File: config.mk
export PLATFORM = sky130hd
export DESIGN_NAME = shuffle_xnet
export DESIGN_NICKNAME = d
export VERILOG_FILES = /design/src/rtl/xnet_pkg.sv /design/src/rtl/xnet_stage.sv /design/src/rtl/xnet_decide.sv /design/src/rtl/shuffle_xnet.sv
export SDC_FILE = /design/constraint.sdc
export NUM_CORES = 1
export LEC_CHECK = 0
export ABC_AREA = 1
export BUFFER_PORTS_ARGS = -buffer_cell sky130_fd_sc_hd__buf_2
export CORE_MARGIN = 4
export CORE_UTILIZATION = 40
export DETAILED_ROUTE_END_ITERATION = 16
export PLACE_DENSITY = 0.7
export SLEW_MARGIN = 20
export SYNTH_ARGS = -nofsm -noshare
export SYNTH_HDL_FRONTEND = slang
export SYNTH_SLANG_ARGS = --single-unit
export TNS_END_PERCENT = 30
File: constraint.sdc
create_clock -name clk -period 2.8 [get_ports clk]
set_input_delay 0.28 -clock clk [delete_from_list [all_inputs] [get_ports clk]]
set_output_delay 0.28 -clock clk [all_outputs]
set_load 0.05 [all_outputs]
File: src/rtl/xnet_pkg.sv
`timescale 1ns/1ps
package xnet_pkg;

    typedef enum logic [1:0] {
        RSP_IDLE   = 2'd0,
        RSP_ACCEPT = 2'd1,
        RSP_BLOCK  = 2'd2
    } rsp_state_e;

endpackage

File: src/rtl/xnet_stage.sv
`timescale 1ns/1ps
// One stage: fixed shuffle wiring followed by a column of 2x2 elements.
module xnet_stage #(
    parameter int PORTS = 4,
    parameter int W     = 8
) (
    input  logic [PORTS*W-1:0]   d_i,
    input  logic [PORTS/2-1:0]   x_i,
    output logic [PORTS*W-1:0]   d_o
);
    localparam int IW    = $clog2(PORTS);
    localparam int ELEMS = PORTS / 2;

    logic [PORTS-1:0][W-1:0] shuf;

    // Shuffle: line p moves to line rotl(p)
    for (genvar p = 0; p < PORTS; p++) begin : g_shuf
        localparam int TO = ((p << 1) | (p >> (IW - 1))) & (PORTS - 1);
        assign shuf[TO] = d_i[p*W +: W];
    end

    // Elements: straight passes 2e+k to 2e+k, exchange swaps the pair
    for (genvar e = 0; e < ELEMS; e++) begin : g_elem
        for (genvar k = 0; k < 2; k++) begin : g_leg
            assign d_o[(2*e+k)*W +: W] = x_i[e] ? shuf[2*e + (1-k)] : shuf[2*e + k];
        end
    end

endmodule

File: src/rtl/xnet_decide.sv
`timescale 1ns/1ps
// Accept/blocked decision and the settings that follow an accept.
module xnet_decide #(
    parameter int PORTS = 4
) (
    input  logic [PORTS-1:0]                                  live_i,
    input  logic [PORTS-1:0][$clog2(PORTS)-1:0]               dst_i,
    input  logic [PORTS-1:0]                                  owned_i,
    input  logic [$clog2(PORTS)-1:0][PORTS/2-1:0]             sw_i,
    input  logic [$clog2(PORTS)-1:0][PORTS/2-1:0]             cm_i,
    input  logic [$clog2(PORTS)-1:0]                          src_i,
    input  logic [$clog2(PORTS)-1:0]                          dst_req_i,
    input  logic                                              rearrange_i,
    output logic                                              ok_o,
    output logic [$clog2(PORTS)-1:0][PORTS/2-1:0]             sw_o,
    output logic [$clog2(PORTS)-1:0][PORTS/2-1:0]             cm_o
);
    localparam int IW     = $clog2(PORTS);
    localparam int STAGES = IW;
    localparam int EIW    = IW - 1;

    function automatic logic [IW-1:0] rotl(input logic [IW-1:0] v);
        return {v[IW-2:0], v[IW-1]};
    endfunction

    logic [STAGES-1:0][EIW-1:0] pel;
    logic [STAGES-1:0]          pval;
    logic                       path_exists, path_free, port_clash;
    logic [STAGES-1:0][PORTS/2-1:0] rq_set, rq_val;
    logic                       clash;

    // Path of the requested connection
    always_comb begin : c_path
        logic [IW-1:0] pp;
        pp = src_i;
        pel = '0;
        pval = '0;
        for (int k = 0; k < STAGES; k++) begin
            pp      = rotl(pp);
            pel[k]  = pp[IW-1:1];
            pval[k] = pp[0] ^ dst_req_i[IW-1-k];
            pp[0]   = dst_req_i[IW-1-k];
        end
    end

    always_comb begin : c_normal
        path_exists = 1'b1;
        path_free   = 1'b1;
        for (int k = 0; k < STAGES; k++) begin
            if (sw_i[k][pel[k]] != pval[k]) path_exists = 1'b0;
            if (cm_i[k][pel[k]])             path_free   = 1'b0;
        end
        port_clash = live_i[src_i] | owned_i[dst_req_i];
    end

    // Full recomputation over live connections plus the new one
    always_comb begin : c_rearr
        logic [IW-1:0]  q;
        logic [IW-1:0]  tgt;
        logic [EIW-1:0] e;
        logic           v;
        logic           use_c;
        rq_set = '0;
        rq_val = '0;
        clash  = 1'b0;
        for (int c = 0; c < PORTS; c++) begin
            use_c = (IW'(c) == src_i) ? 1'b1 : live_i[c];
            tgt   = (IW'(c) == src_i) ? dst_req_i : dst_i[c];
            q     = IW'(c);
            for (int k = 0; k < STAGES; k++) begin
                q = rotl(q);
                e = q[IW-1:1];
                v = q[0] ^ tgt[IW-1-k];
                q[0] = tgt[IW-1-k];
                if (use_c) begin
                    if (rq_set[k][e] && (rq_val[k][e] != v)) clash = 1'b1;
                    rq_set[k][e] = 1'b1;
                    rq_val[k][e] = v;
                end
            end
        end
    end

    always_comb begin : c_out
        sw_o = sw_i;
        cm_o = cm_i;
        if (rearrange_i) begin
            ok_o = !port_clash && !clash;
            for (int k = 0; k < STAGES; k++) begin
                for (int j = 0; j < PORTS/2; j++) begin
                    if (rq_set[k][j]) sw_o[k][j] = rq_val[k][j];
                end
            end
            cm_o = cm_i | rq_set;
        end else begin
            ok_o = !port_clash && (path_exists || path_free);
            for (int k = 0; k < STAGES; k++) begin
                sw_o[k][pel[k]] = pval[k];
                cm_o[k][pel[k]] = 1'b1;
            end
        end
    end

endmodule

File: src/rtl/shuffle_xnet.sv
`timescale 1ns/1ps
module shuffle_xnet
    import xnet_pkg::*;
#(
    parameter int PORTS = 4,
    parameter int W     = 8
) (
    input  logic                       clk,
    input  logic                       rst_n,
    input  logic                       clear_i,
    input  logic                       req_valid_i,
    input  logic [$clog2(PORTS)-1:0]   req_src_i,
    input  logic [$clog2(PORTS)-1:0]   req_dst_i,
    input  logic                       rearrange_i,
    output logic                       resp_accept_o,
    output logic                       resp_blocked_o,
    input  logic [PORTS*W-1:0]         data_i,
    output logic [PORTS*W-1:0]         data_o,
    output logic [PORTS-1:0]           valid_o
);
    localparam int IW     = $clog2(PORTS);
    localparam int STAGES = IW;
    localparam int ELEMS  = PORTS / 2;

    rsp_state_e st_q, st_d;

    logic [STAGES-1:0][ELEMS-1:0] sw_q, cm_q, sw_nx, cm_nx;
    logic [PORTS-1:0]             live_q;
    logic [PORTS-1:0][IW-1:0]     dst_q;
    logic [PORTS-1:0]             owned;
    logic [PORTS-1:0][IW-1:0]     owner;
    logic                         dec_ok;
    logic                         take;

    // Ownership of each destination
    always_comb begin
        owned = '0;
        owner = '0;
        for (int s = 0; s < PORTS; s++) begin
            if (live_q[s]) begin
                owned[dst_q[s]] = 1'b1;
                owner[dst_q[s]] = IW'(s);
            end
        end
    end

    xnet_decide #(.PORTS(PORTS)) u_decide (
        .live_i      (live_q),
        .dst_i       (dst_q),
        .owned_i     (owned),
        .sw_i        (sw_q),
        .cm_i        (cm_q),
        .src_i       (req_src_i),
        .dst_req_i   (req_dst_i),
        .rearrange_i (rearrange_i),
        .ok_o        (dec_ok),
        .sw_o        (sw_nx),
        .cm_o        (cm_nx)
    );

    assign take = req_valid_i && !clear_i && dec_ok;

    // Connection table and element settings
    always_ff @(posedge clk or negedge rst_n) begin
        if (!rst_n) begin
            live_q <= '0;
            dst_q  <= '0;
            sw_q   <= '0;
            cm_q   <= '0;
        end else if (clear_i) begin
            live_q <= '0;
            dst_q  <= '0;
            sw_q   <= '0;
            cm_q   <= '0;
        end else if (take) begin
            live_q[req_src_i] <= 1'b1;
            dst_q[req_src_i]  <= req_dst_i;
            sw_q <= sw_nx;
            cm_q <= cm_nx;
        end
    end

    // Response state machine: next state
    always_comb begin
        st_d = RSP_IDLE;
        if (!clear_i && req_valid_i) st_d = dec_ok ? RSP_ACCEPT : RSP_BLOCK;
    end

    always_ff @(posedge clk or negedge rst_n) begin
        if (!rst_n) st_q <= RSP_IDLE;
        else        st_q <= st_d;
    end

    // Response state machine: outputs
    always_comb begin
        resp_accept_o  = 1'b0;
        resp_blocked_o = 1'b0;
        unique case (st_q)
            RSP_IDLE:   ;
            RSP_ACCEPT: resp_accept_o  = 1'b1;
            RSP_BLOCK:  resp_blocked_o = 1'b1;
            default:    ;
        endcase
    end

    // Datapath
    logic [STAGES:0][PORTS*W-1:0] lane;
    assign lane[0] = data_i;
    for (genvar g = 0; g < STAGES; g++) begin : g_stage
        xnet_stage #(.PORTS(PORTS), .W(W)) u_stg (
            .d_i (lane[g]),
            .x_i (sw_q[g]),
            .d_o (lane[g+1])
        );
    end
    assign data_o  = lane[STAGES];
    assign valid_o = owned;


    for (genvar d = 0; d < PORTS; d++) begin : g_route_chk
        owned_route_chk: assert property (@(posedge clk) disable iff (!rst_n)
            valid_o[d] |-> data_o[d*W +: W] == data_i[owner[d]*W +: W]);
    end


    resp_cause_chk: assert property (@(posedge clk) disable iff (!rst_n)
        (resp_accept_o || resp_blocked_o) |-> $past(req_valid_i && !clear_i));


    resp_quiet_chk: assert property (@(posedge clk) disable iff (!rst_n)
        !$past(req_valid_i) |-> !(resp_accept_o || resp_blocked_o));


    commit_hold_chk: assert property (@(posedge clk) disable iff (!rst_n)
        !$past(clear_i) |-> ((cm_q & $past(cm_q)) == $past(cm_q)));


    setting_hold_chk: assert property (@(posedge clk) disable iff (!rst_n)
        !$past(clear_i) |-> (((sw_q ^ $past(sw_q)) & $past(cm_q)) == '0));


    blocked_keep_chk: assert property (@(posedge clk) disable iff (!rst_n)
        resp_blocked_o |-> (live_q == $past(live_q)) && (sw_q == $past(sw_q)));


    clear_empty_chk: assert property (@(posedge clk) disable iff (!rst_n)
        $past(clear_i) |-> (live_q == '0) && (cm_q == '0) && !resp_accept_o && !resp_blocked_o);

endmodule

==> metrics.md <==
| Metric | Value |
|---|---|
| WL final | `7.42 mm` |
| Register area share after synthesis | `21.0%` |
| P_int | `595 uW` |
| Worst-Margin Slew | `0.484 ns` |
| Mapped Nets | `480` |
| Share of the synthesized area in the top cell type | `21.0%` |
| CP required | `2.95 ns` |
| Net Sw Frac | `50.1%` |
| Diodes inserted | `0` |
| Area of the core | `6350 um^2` |
| Die height | `89.0 um` |
| EDFF count, synth | `0` |
| Most common cell in the netlist | `nand2_1` |
| Placed insts | `578` |
| CTS Buffer Depth | `2` |
| Clock group share of total power | `16.1%` |
| Area leader, netlist | `dfrtp_1` |
| P_leak | `1.66 nW` |
| Setup CP Type | `reg2reg` |
| Initial antenna violation count | `0` |
| Worst slew margin | `67.7%` |
| Worst hold stages | `2` |
| Switching power total | `598 uW` |
| Share of cells above drive strength 1 | `23.2%` |
| Register area | `551 um^2` |
| Yosys cell types | `39` |
| Async S/R FF share, synth | `100%` |
| Total power | `1.19 mW` |
| Finished Layout Cells | `582` |
| WHS Endpoint | `live_q[0]$_DFFE_PN0P_` |
| Synth Instances | `439` |
| GRT overflow | `0` |
| Multi-input logic area | `1700 um^2` |
| Slew Viols, Final | `0` |
| Endpoints failing setup | `0` |
| Adder-cell share of the synthesized area | `0%` |
| Crit-path slowest cell | `dfrtp_1` |
| DIE AREA | `7920 um^2` |
| Number of buffers created by CTS | `3` |
| Largest net degree at the start of global routing | `34` |
| Htree depth | `1` |
| CTS clock-pin slew for the worst setup and hold paths | `0.08 ns` |
| Via density per instance | `5.19` |
| Io pins | `79` |
| Post-cts sizing count | `0` |
| Reg2Reg Launch Point | `dst_q[2]$_DFFE_PN0P_` |
| Synth warn | `0` |
| Maximum fanout along the worst path | `8` |
| Worst Hold Class | `in2reg` |
| Combinational share of power | `55.3%` |
| Buffers added on ports | `78` |
| Compound-Gate Fraction of Synth Area | `20.6%` |
| Total GRT Usage | `18.1%` |
| Final core occ | `48.8%` |
| Flop pwr share | `28.6%` |
| Cts hold-fix bufs | `1` |
| Placed Area | `3050 um^2` |
| Initial DRC count | `184` |
| Worst hold start | `clear_i` |
| Cell Rows | `29` |
| Gpl congestion | `0.980` |
| Antenna-violating nets left | `0` |
| Cell Area, Synth | `2620 um^2` |
| RSZ-0062 raised after global routing | `false` |
| CTS tree | `built` |
| Vias in the first global route | `2682` |
| WL/cell | `12.8 um` |
| Final instance area | `3100 um^2` |
| Top cell by count, worst path | `nand3_1` |
| Final hold vios | `0` |
| Worst reg2reg endpoint | `dst_q[2]$_DFFE_PN0P_` |
| Nets@finish | `548` |
| Syn avg cell area | `5.98 um^2` |
| Critical Path Max Stage Delay | `0.43 ns` |
| Ys flop type | `dfrtp_1` |
| Pre-Repair DR Iteration Count | `5` |
| Clock skew | `0.00302 ns` |
| Critical path capture point type | `flip-flop` |
| Synth Register Bits | `22` |
| Final period utilization | `79.2%` |
| R2R cell count | `12` |
| Root Driver | `clkbuf_8` |
| Post-synthesis mux area share | `6.10%` |
| Worst-skew pair later-pin latency | `0.26 ns` |
| Number of fill cells | `663` |
| Status | `completed` |
| Top post-synthesis cells by count | `nand2_1, inv_1, o21ai_0` |
| Area contributors post-synth | `dfrtp_1, nand2_1, o21ai_0, inv_1, nand3_1` |
| Setup TNS | `0 ns` |
| Die X | `89.0 um` |
| Flop2flop setup slack | `0.58 ns` |
| Routed via count | `3022` |
| Worst setup SP type | `flip-flop` |
| Area Growth Syn to Fin | `18.2%` |
| Critical Path AT | `2.37 ns` |
| Xor/xnor share of the synthesized area | `1.62%` |
| First-pass GRT wire length | `11.7 mm` |
| Maximum clock rate | `0.451 GHz` |
| VDD IR max | `0.000234 V` |
| Simple-Gate Fraction of Synth Area | `36.6%` |
| Largest family of logic cells by synthesized area | `simple AND/OR/NAND/NOR gates` |
| Max Cap Viol | `0` |
| Final min period | `2.22 ns` |
| DP HPWL | `6.10 mm` |
| Pwr Density | `385 nW/um^2` |
| Drc violations | `0` |
| # clock sinks | `22` |
| Post CTS Setup Buffer Count | `0` |
| CP Cell Sequence | `inv_1 > o211ai_1 > a31oi_1 > a21oi_1 > o21ai_0 > nand3_1 > nor2_1 > nand3_4 > inv_6 > nand2_4 > nand3_1 > nand2_1` |
| Initial core utilization | `41.3%` |
-- per-stage QoR --
step           setup slack (ns)  hold slack (ns)
5_1_grt                   0.321            0.366
6_report                  0.582            0.351
2_1_floorplan             0.431          -0.0156
4_1_cts                   0.622            0.355
3_3_place_gp              0.368            0.279
3_5_place_dp              0.363            0.275
-- worst max-delay path, delay by kind of cell (launching register included) --
kind                   cells  cell delay (ns)
flip-flops                 1             0.43
AND/OR/NAND/NOR            6             0.82
AO/OA/AOI/OAI              4             0.59
buffers and inverters      2             0.27
-- power by group through the flow --
stage	Combinational (mW)	Clock, mW	Sequential (mW)
after floorplan	0.508	0	0.342
after global placement	0.657	0	0.347
after detailed placement	0.660	0	0.347
after CTS	0.663	0.199	0.340
after global routing	0.720	0.213	0.343
final	0.660	0.192	0.341
-- final cells by class --
class                   count  share of cell area, %
flip-flops and latches     22                   17.7
multi-input cells         325                   54.9
repair buffers             84                   14.1
clock buffers               3                   1.33
well taps                  77                   3.11
inverters                  71                   8.83
-- routing by layer --
metal	GRT usage, %	routed length [um]	vias to the layer above
li1	-	-	1558
met1	22.2	3130	1359
met2	34.3	3700	97
met3	2.67	523	8
met4	2.03	71	0
met5	0	0	-
-- cells in the final DEF (no fill, tap or decap), types with 6 or more instances in the layout --
| master | instances |
|---|---|
| a21oi_1 | 24 |
| buf_2 | 78 |
| dfrtp_1 | 22 |
| inv_1 | 65 |
| mux2i_1 | 16 |
| nand2_1 | 97 |
| nand2_2 | 10 |
| nand2_4 | 6 |
| nand3_1 | 41 |
| nor2_1 | 44 |
| o21ai_0 | 50 |
-- registers in the layout, summed over array words and instances (netlist names) --
signal  flops
cm_q        4
st_q        2
sw_q        4
live_q      4
dst_q       8
-- worst max-delay path by stage --
| stage | from | endpoint | slack [ns] | cells after the start |
|---|---|---|---|---|
| after detailed placement | req_src_i[0] | dst_q[2]$_DFFE_PN0P_ | 0.36 | 20 |
| after global routing | req_src_i[0] | dst_q[0]$_DFFE_PN0P_ | 0.32 | 20 |
| after global placement | req_src_i[0] | dst_q[2]$_DFFE_PN0P_ | 0.37 | 20 |
| after CTS | req_src_i[0] | dst_q[2]$_DFFE_PN0P_ | 0.62 | 20 |
| final | dst_q[2]$_DFFE_PN0P_ | dst_q[2]$_DFFE_PN0P_ | 0.58 | 12 |
| after floorplan | live_q[3]$_DFFE_PN0P_ | dst_q[4]$_DFFE_PN0P_ | 0.43 | 11 |
-- kinds of logic after synthesis --
| group | after synthesis |
|---|---|
| simple gates | 209 |
| mux | 16 |
| flops | 22 |
| compound gates | 96 |
| xor+xnor | 4 |
| buf+inv | 92 |
(Power assumes the default switching activity.)
